==> src/rtl/tw2_pkg.sv <==
package tw2_pkg;

  localparam int AW = 32;

  typedef enum logic [2:0] {
    S_IDLE, S_L1_REQ, S_L1_WAIT, S_L2_REQ, S_L2_WAIT, S_RESP
  } tw2_state_e;

  typedef struct packed {
    logic            fault;
    logic [1:0]      level;
    logic [1:0]      size;
    logic [AW-1:0]   pa;
    logic [2:0]      ap;
    logic            xn;
    logic            glob;
    logic [3:0]      domain;
    logic [4:0]      texcb;
    logic            shared;
  } tw2_result_t;

  function automatic logic [AW-1:0] l1_fetch_addr(input logic [AW-1:0] ttb,
                                                   input logic [AW-1:0] va);
    return {ttb[31:14], va[31:20], 2'b00};
  endfunction

  function automatic logic [AW-1:0] l2_fetch_addr(input logic [21:0] base,
                                                   input logic [AW-1:0] va);
    return {base, va[19:12], 2'b00};
  endfunction

  function automatic tw2_result_t fault_res(input logic [1:0] lvl);
    tw2_result_t r;
    r = '0;
    r.fault = 1'b1;
    r.level = lvl;
    return r;
  endfunction

  function automatic tw2_result_t section_res(input logic [31:0] d,
                                              input logic [AW-1:0] va);
    tw2_result_t r;
    r.fault  = 1'b0;
    r.level  = 2'd1;
    r.size   = 2'd0;
    r.pa     = {d[31:20], va[19:0]};
    r.ap     = {d[15], d[11:10]};
    r.xn     = d[4];
    r.glob   = ~d[17];
    r.domain = d[8:5];
    r.texcb  = {d[14:12], d[3], d[2]};
    r.shared = d[16];
    return r;
  endfunction

  function automatic tw2_result_t page_res(input logic [31:0] d,
                                           input logic [AW-1:0] va,
                                           input logic [3:0] dom);
    tw2_result_t r;
    r.fault  = 1'b0;
    r.level  = 2'd2;
    r.ap     = {d[9], d[5:4]};
    r.glob   = ~d[11];
    r.shared = d[10];
    r.domain = dom;
    if (!d[1]) begin
      r.size  = 2'd1;
      r.pa    = {d[31:16], va[15:0]};
      r.xn    = d[15];
      r.texcb = {d[14:12], d[3], d[2]};
    end else begin
      r.size  = 2'd2;
      r.pa    = {d[31:12], va[11:0]};
      r.xn    = d[0];
      r.texcb = {d[8:6], d[3], d[2]};
    end
    return r;
  endfunction

endpackage

==> src/rtl/tw2_addr_gen.sv <==
module tw2_addr_gen
  import tw2_pkg::*;
(
  input  logic          second,
  input  logic [AW-1:0] va,
  input  logic [AW-1:0] ttb,
  input  logic [21:0]   l2_base,
  output logic [AW-1:0] addr
);
  always_comb begin
    if (second) addr = l2_fetch_addr(l2_base, va);
    else        addr = l1_fetch_addr(ttb, va);
  end
endmodule

==> src/rtl/tw2_desc_decode.sv <==
module tw2_desc_decode
  import tw2_pkg::*;
(
  input  logic          second,
  input  logic [31:0]   desc,
  input  logic [AW-1:0] va,
  input  logic [3:0]    dom_in,
  output logic          is_table,
  output tw2_result_t   res
);
  always_comb begin
    is_table = 1'b0;
    res      = fault_res(2'd1);
    if (second) begin
      if (desc[1:0] == 2'b00) res = fault_res(2'd2);
      else                    res = page_res(desc, va, dom_in);
    end else begin
      unique case (desc[1:0])
        2'b01:   is_table = 1'b1;
        2'b10:   res = desc[18] ? fault_res(2'd1) : section_res(desc, va);
        default: res = fault_res(2'd1);
      endcase
    end
  end
endmodule

==> src/rtl/tw2_walker.sv <==
module tw2_walker
  import tw2_pkg::*;
(
  input  logic        clk,
  input  logic        rst_n,
  input  logic        req_valid,
  input  logic [31:0] req_va,
  input  logic [31:0] req_ttb,
  output logic        busy,
  output logic        mem_req,
  output logic [31:0] mem_addr,
  input  logic        mem_gnt,
  input  logic        mem_rvalid,
  input  logic [31:0] mem_rdata,
  output logic        rsp_valid,
  output logic        rsp_fault,
  output logic [1:0]  rsp_level,
  output logic [1:0]  rsp_size,
  output logic [31:0] rsp_pa,
  output logic [2:0]  rsp_ap,
  output logic        rsp_xn,
  output logic        rsp_global,
  output logic [3:0]  rsp_domain,
  output logic [4:0]  rsp_texcb,
  output logic        rsp_shared
);
  tw2_state_e   state;
  logic [AW-1:0] va_q, ttb_q;
  logic [21:0]  l2_base_q;
  logic [3:0]   dom_q;
  tw2_result_t  res_q, dec_res;
  logic         dec_table;
  logic         in_l2;

  // named events for the checker
  logic walk_accept, l1_beat, l2_beat;
  assign walk_accept = (state == S_IDLE) && req_valid;
  assign l1_beat     = (state == S_L1_WAIT) && mem_rvalid;
  assign l2_beat     = (state == S_L2_WAIT) && mem_rvalid;
  assign in_l2       = (state == S_L2_REQ) || (state == S_L2_WAIT);

  tw2_addr_gen u_addr (
    .second (in_l2),
    .va     (va_q),
    .ttb    (ttb_q),
    .l2_base(l2_base_q),
    .addr   (mem_addr)
  );

  tw2_desc_decode u_dec (
    .second  (in_l2),
    .desc    (mem_rdata),
    .va      (va_q),
    .dom_in  (dom_q),
    .is_table(dec_table),
    .res     (dec_res)
  );

  always_ff @(posedge clk) begin
    if (!rst_n) begin
      state     <= S_IDLE;
      va_q      <= '0;
      ttb_q     <= '0;
      l2_base_q <= '0;
      dom_q     <= '0;
      res_q     <= '0;
    end else begin
      unique case (state)
        S_IDLE: if (walk_accept) begin
          va_q  <= req_va;
          ttb_q <= req_ttb;
          state <= S_L1_REQ;
        end
        S_L1_REQ: if (mem_gnt) state <= S_L1_WAIT;
        S_L1_WAIT: if (l1_beat) begin
          if (dec_table) begin
            l2_base_q <= mem_rdata[31:10];
            dom_q     <= mem_rdata[8:5];
            state     <= S_L2_REQ;
          end else begin
            res_q <= dec_res;
            state <= S_RESP;
          end
        end
        S_L2_REQ: if (mem_gnt) state <= S_L2_WAIT;
        S_L2_WAIT: if (l2_beat) begin
          res_q <= dec_res;
          state <= S_RESP;
        end
        S_RESP:  state <= S_IDLE;
        default: state <= S_IDLE;
      endcase
    end
  end

  assign busy       = (state != S_IDLE);
  assign mem_req    = (state == S_L1_REQ) || (state == S_L2_REQ);
  assign rsp_valid  = (state == S_RESP);
  assign rsp_fault  = res_q.fault;
  assign rsp_level  = res_q.level;
  assign rsp_size   = res_q.size;
  assign rsp_pa     = res_q.pa;
  assign rsp_ap     = res_q.ap;
  assign rsp_xn     = res_q.xn;
  assign rsp_global = res_q.glob;
  assign rsp_domain = res_q.domain;
  assign rsp_texcb  = res_q.texcb;
  assign rsp_shared = res_q.shared;
endmodule

==> config.mk <==
export PLATFORM = sky130hd
export DESIGN_NAME = tw2_walker
export DESIGN_NICKNAME = d
export VERILOG_FILES = /design/src/rtl/tw2_pkg.sv /design/src/rtl/tw2_addr_gen.sv /design/src/rtl/tw2_desc_decode.sv /design/src/rtl/tw2_walker.sv
export SDC_FILE = /design/constraint.sdc
export NUM_CORES = 1
export LEC_CHECK = 0
export BUFFER_PORTS_ARGS = -buffer_cell sky130_fd_sc_hd__buf_2
export CAP_MARGIN = 10
export CORE_MARGIN = 2
export CORE_UTILIZATION = 45
export CTS_CLUSTER_SIZE = 12
export DETAILED_ROUTE_END_ITERATION = 12
export PLACE_DENSITY = 0.74
export SYNTH_ARGS = -nofsm -noshare
export SYNTH_HDL_FRONTEND = slang
export SYNTH_SLANG_ARGS = --single-unit
==> constraint.sdc <==
create_clock -name clk -period 5.9 [get_ports clk]
set_input_delay 0.885 -clock clk [delete_from_list [all_inputs] [get_ports clk]]
set_output_delay 0.885 -clock clk [all_outputs]
set_load 0.03 [all_outputs]
==> results.json <==
{
  "outcome": "finished clean",
  "finalNetCount": 911,
  "maxSlewHeadroom": 0.221,
  "cts.sinks": 131,
  "antenna_left": 0,
  "crit_path_cell_trace": "or3b_4 > nand2_2 > mux2_2 > buf_2",
  "dieWidth_um": 117,
  "ir_worst_vdd_mv": 0.207,
  "vias": 5588,
  "track_usage": 0.252,
  "path_class": "reg2out",
  "grt_pass1_vias": 5186,
  "area_growth_pct": 24.7,
  "async_flop_share": 0,
  "drtPass1Iterations": 5,
  "rrSetupSlack_ns": 3.20,
  "arrival_ns": 2.94,
  "cap_viol_max_count": 0,
  "cts_setup_buffers": 0,
  "dieArea_um2": 13600,
  "wl_per_cell_um": 17.3,
  "cts-htree-levels": 4,
  "place.gp.congestion": 0.837,
  "gr-total-overflow": 0,
  "swShare": 0.263,
  "ios": 188,
  "syn_inst": 681,
  "rsz0062_at_grt": "false",
  "ys.flop_type": "dfxtp_1",
  "fmax_mhz": 262,
  "setup_viol": 0,
  "clk_pin_slew_ns": 0.05,
  "finalCritPeriodShare": 0.648,
  "antenna_found_initial": 0,
  "power.leakage_nw": 2.86,
  "ys_seq_area_frac": 0.459,
  "cts_hold_buffers": 0,
  "ys_seq_elements": 131,
  "whs_ns": 0.450,
  "rows": 41,
  "synth_area_leaders": "dfxtp_1 46%, a21oi_1 11%, nand2_1 11%, mux2_2 5.9%, o2111ai_1 4.0%",
  "seq_power_share": 0.412,
  "cts_resized": 0,
  "cts_tree": "built",
  "hold_viol": 0,
  "critPathRequiredTime_ns": 5.02,
  "synth_edf_count": 0,
  "skew_ns": 0.00801,
  "vias_per_cell": 5.62,
  "hp-start": "ttb_q[28]",
  "power_density_nw_per_um2": 321,
  "dp_hpwl_mm": 10.7,
  "r2r_start": "state[2]",
  "power.internal_mw": 1.69,
  "syn_area_per_cell_um2": 8.39,
  "min_path_type": "reg2reg",
  "n_antenna_cell": 0,
  "cp_slowest_stage_delay_ns": 0.74,
  "syn_area_um2": 5710,
  "drt_iter0_markers": 365,
  "synth_cell_type_count": 45,
  "pwr-share-clk": 0.460,
  "grt_pass1_wl_mm": 26.4,
  "clockRootBuffer": "clkbuf_16",
  "die_h_um": 117,
  "endpoint_kind": "primary output",
  "io_buffer_count": 171,
  "final_layout_size_suffix_gt1_frac": 0.309,
  "netlist.area_leader.share": 0.459,
  "start_util": 0.456,
  "grt_max_degree": 69,
  "critical-path-slowest-cell": "nand2_2",
  "fin_tns_setup_ns": 0,
  "max_slew.worst_pin.slew_ns": 1.17,
  "clkLatencyLatePin_ns": 0.42,
  "cp-start-kind": "flip-flop",
  "cp_max_fo": 40,
  "yosys_warnings": 0,
  "cts_made_buffers": 17,
  "p_comb_frac": 0.128,
  "synth_top_area_cell": "dfxtp_1",
  "core_um2": 12500,
  "final_util": 0.569,
  "routed_wl_mm": 17.2,
  "slew_viol_final": 0,
  "netSwitchingPower_mw": 0.601,
  "cp-startpoint": "state[2]",
  "drcViolationCount": 0,
  "max-clock-path-buffers": 2,
  "finalCriticalPeriod_ns": 3.82
}
-- state kept, by name (all words and copies together), names as in the netlist --
register,count
rsp_size,2
rsp_domain,4
rsp_ap,3
ttb_q,18
rsp_pa,32
rsp_global,1
rsp_xn,1
l2_base_q,22
rsp_texcb,5
dom_q,4
state,3
rsp_fault,1
rsp_level,2
va_q,32
rsp_shared,1
-- routing by layer --
metal  track usage  share of wire  wire, um
met4         0.101          0.023       391
met3        0.0727          0.077      1330
met1         0.317           0.43      7320
met5             0              0         0
met2         0.409           0.47      8150
-- Yosys cell counts (3+ instances only) --
master	n
a211oi_1	12
a21oi_1	123
a22oi_1	12
a311o_1	4
a311oi_1	8
a31oi_1	5
buf_2	21
buf_4	8
buf_6	3
clkbuf_1	37
dfxtp_1	131
inv_1	5
mux2_2	30
nand2_1	161
nand2b_1	4
nand4b_1	3
nor2_1	6
nor2b_1	6
o2111ai_1	26
o211ai_1	4
o21a_1	6
o21ai_0	33
o221a_2	4
-- power groups by stage --
stage / Clock [mW] / Sequential, mW / Combinational, mW
finish: 1.05 / 0.942 / 0.292
floorplan: 0 / 0.965 / 0.190
detailed placement: 0 / 0.960 / 0.289
CTS: 1.07 / 0.942 / 0.291
global route: 1.10 / 0.946 / 0.318
global placement: 0 / 0.959 / 0.289
-- metrics by stage --
step	setup slack (ns)	power [mW]	cell area [um^2]	cells
after CTS	2.08	2.30	7120	995
after floorplan	3.32	1.16	5720	682
after global placement	2.53	1.25	6520	963
final	2.08	2.29	7120	995
after global routing	1.92	2.36	7120	995
after detailed placement	2.53	1.25	6520	963
-- critical path, delay by kind of cell (launching register included) --
| kind | cells | cell delay, ns |
|---|---|---|
| buffers and inverters | 1 | 0.18 |
| muxes | 1 | 0.43 |
| DFF | 1 | 0.68 |
| and+or+nand+nor | 2 | 1.23 |
-- worst paths after layout --
check / to / cells past startpoint
worst max-delay path: mem_addr[31] / 4
worst min-delay path: ttb_q[28] / 2
worst max register to register: rsp_domain[2] / 4
worst min register to register: ttb_q[28] / 2
-- layout make-up --
class | instances | area [um^2]
inverter | 6 | 23.8
fill | 1222 | 5400
tap | 172 | 215
clock inverter | 9 | 101
clock buffer | 23 | 498
timing repair buffer | 178 | 908
sequential | 131 | 2620
multi-input combinational | 476 | 2750
-- placed cells by master, fill, tap and decap left out, types with 5 or more instances in the layout --
cell	instances
a31oi_1	5
o21a_1	6
inv_1	5
a22oi_1	12
nor2_1	6
nand2_1	159
o21ai_0	33
mux2_2	30
clkbuf_8	5
buf_4	7
a211oi_1	12
clkbuf_16	17
clkinv_2	6
o2111ai_1	26
buf_2	171
nor2b_1	5
a21oi_1	123
a311oi_1	8
dfxtp_1	131
-- cells by family after synthesis --
family	after synthesis	share of synthesized area
compound gates	242	0.262
buf+inv	75	0.0631
flops	131	0.459
mux	32	0.0627
other cells	1	0.000657
simple gates	200	0.152
Note: power is estimated with default switching activity, not from simulation.
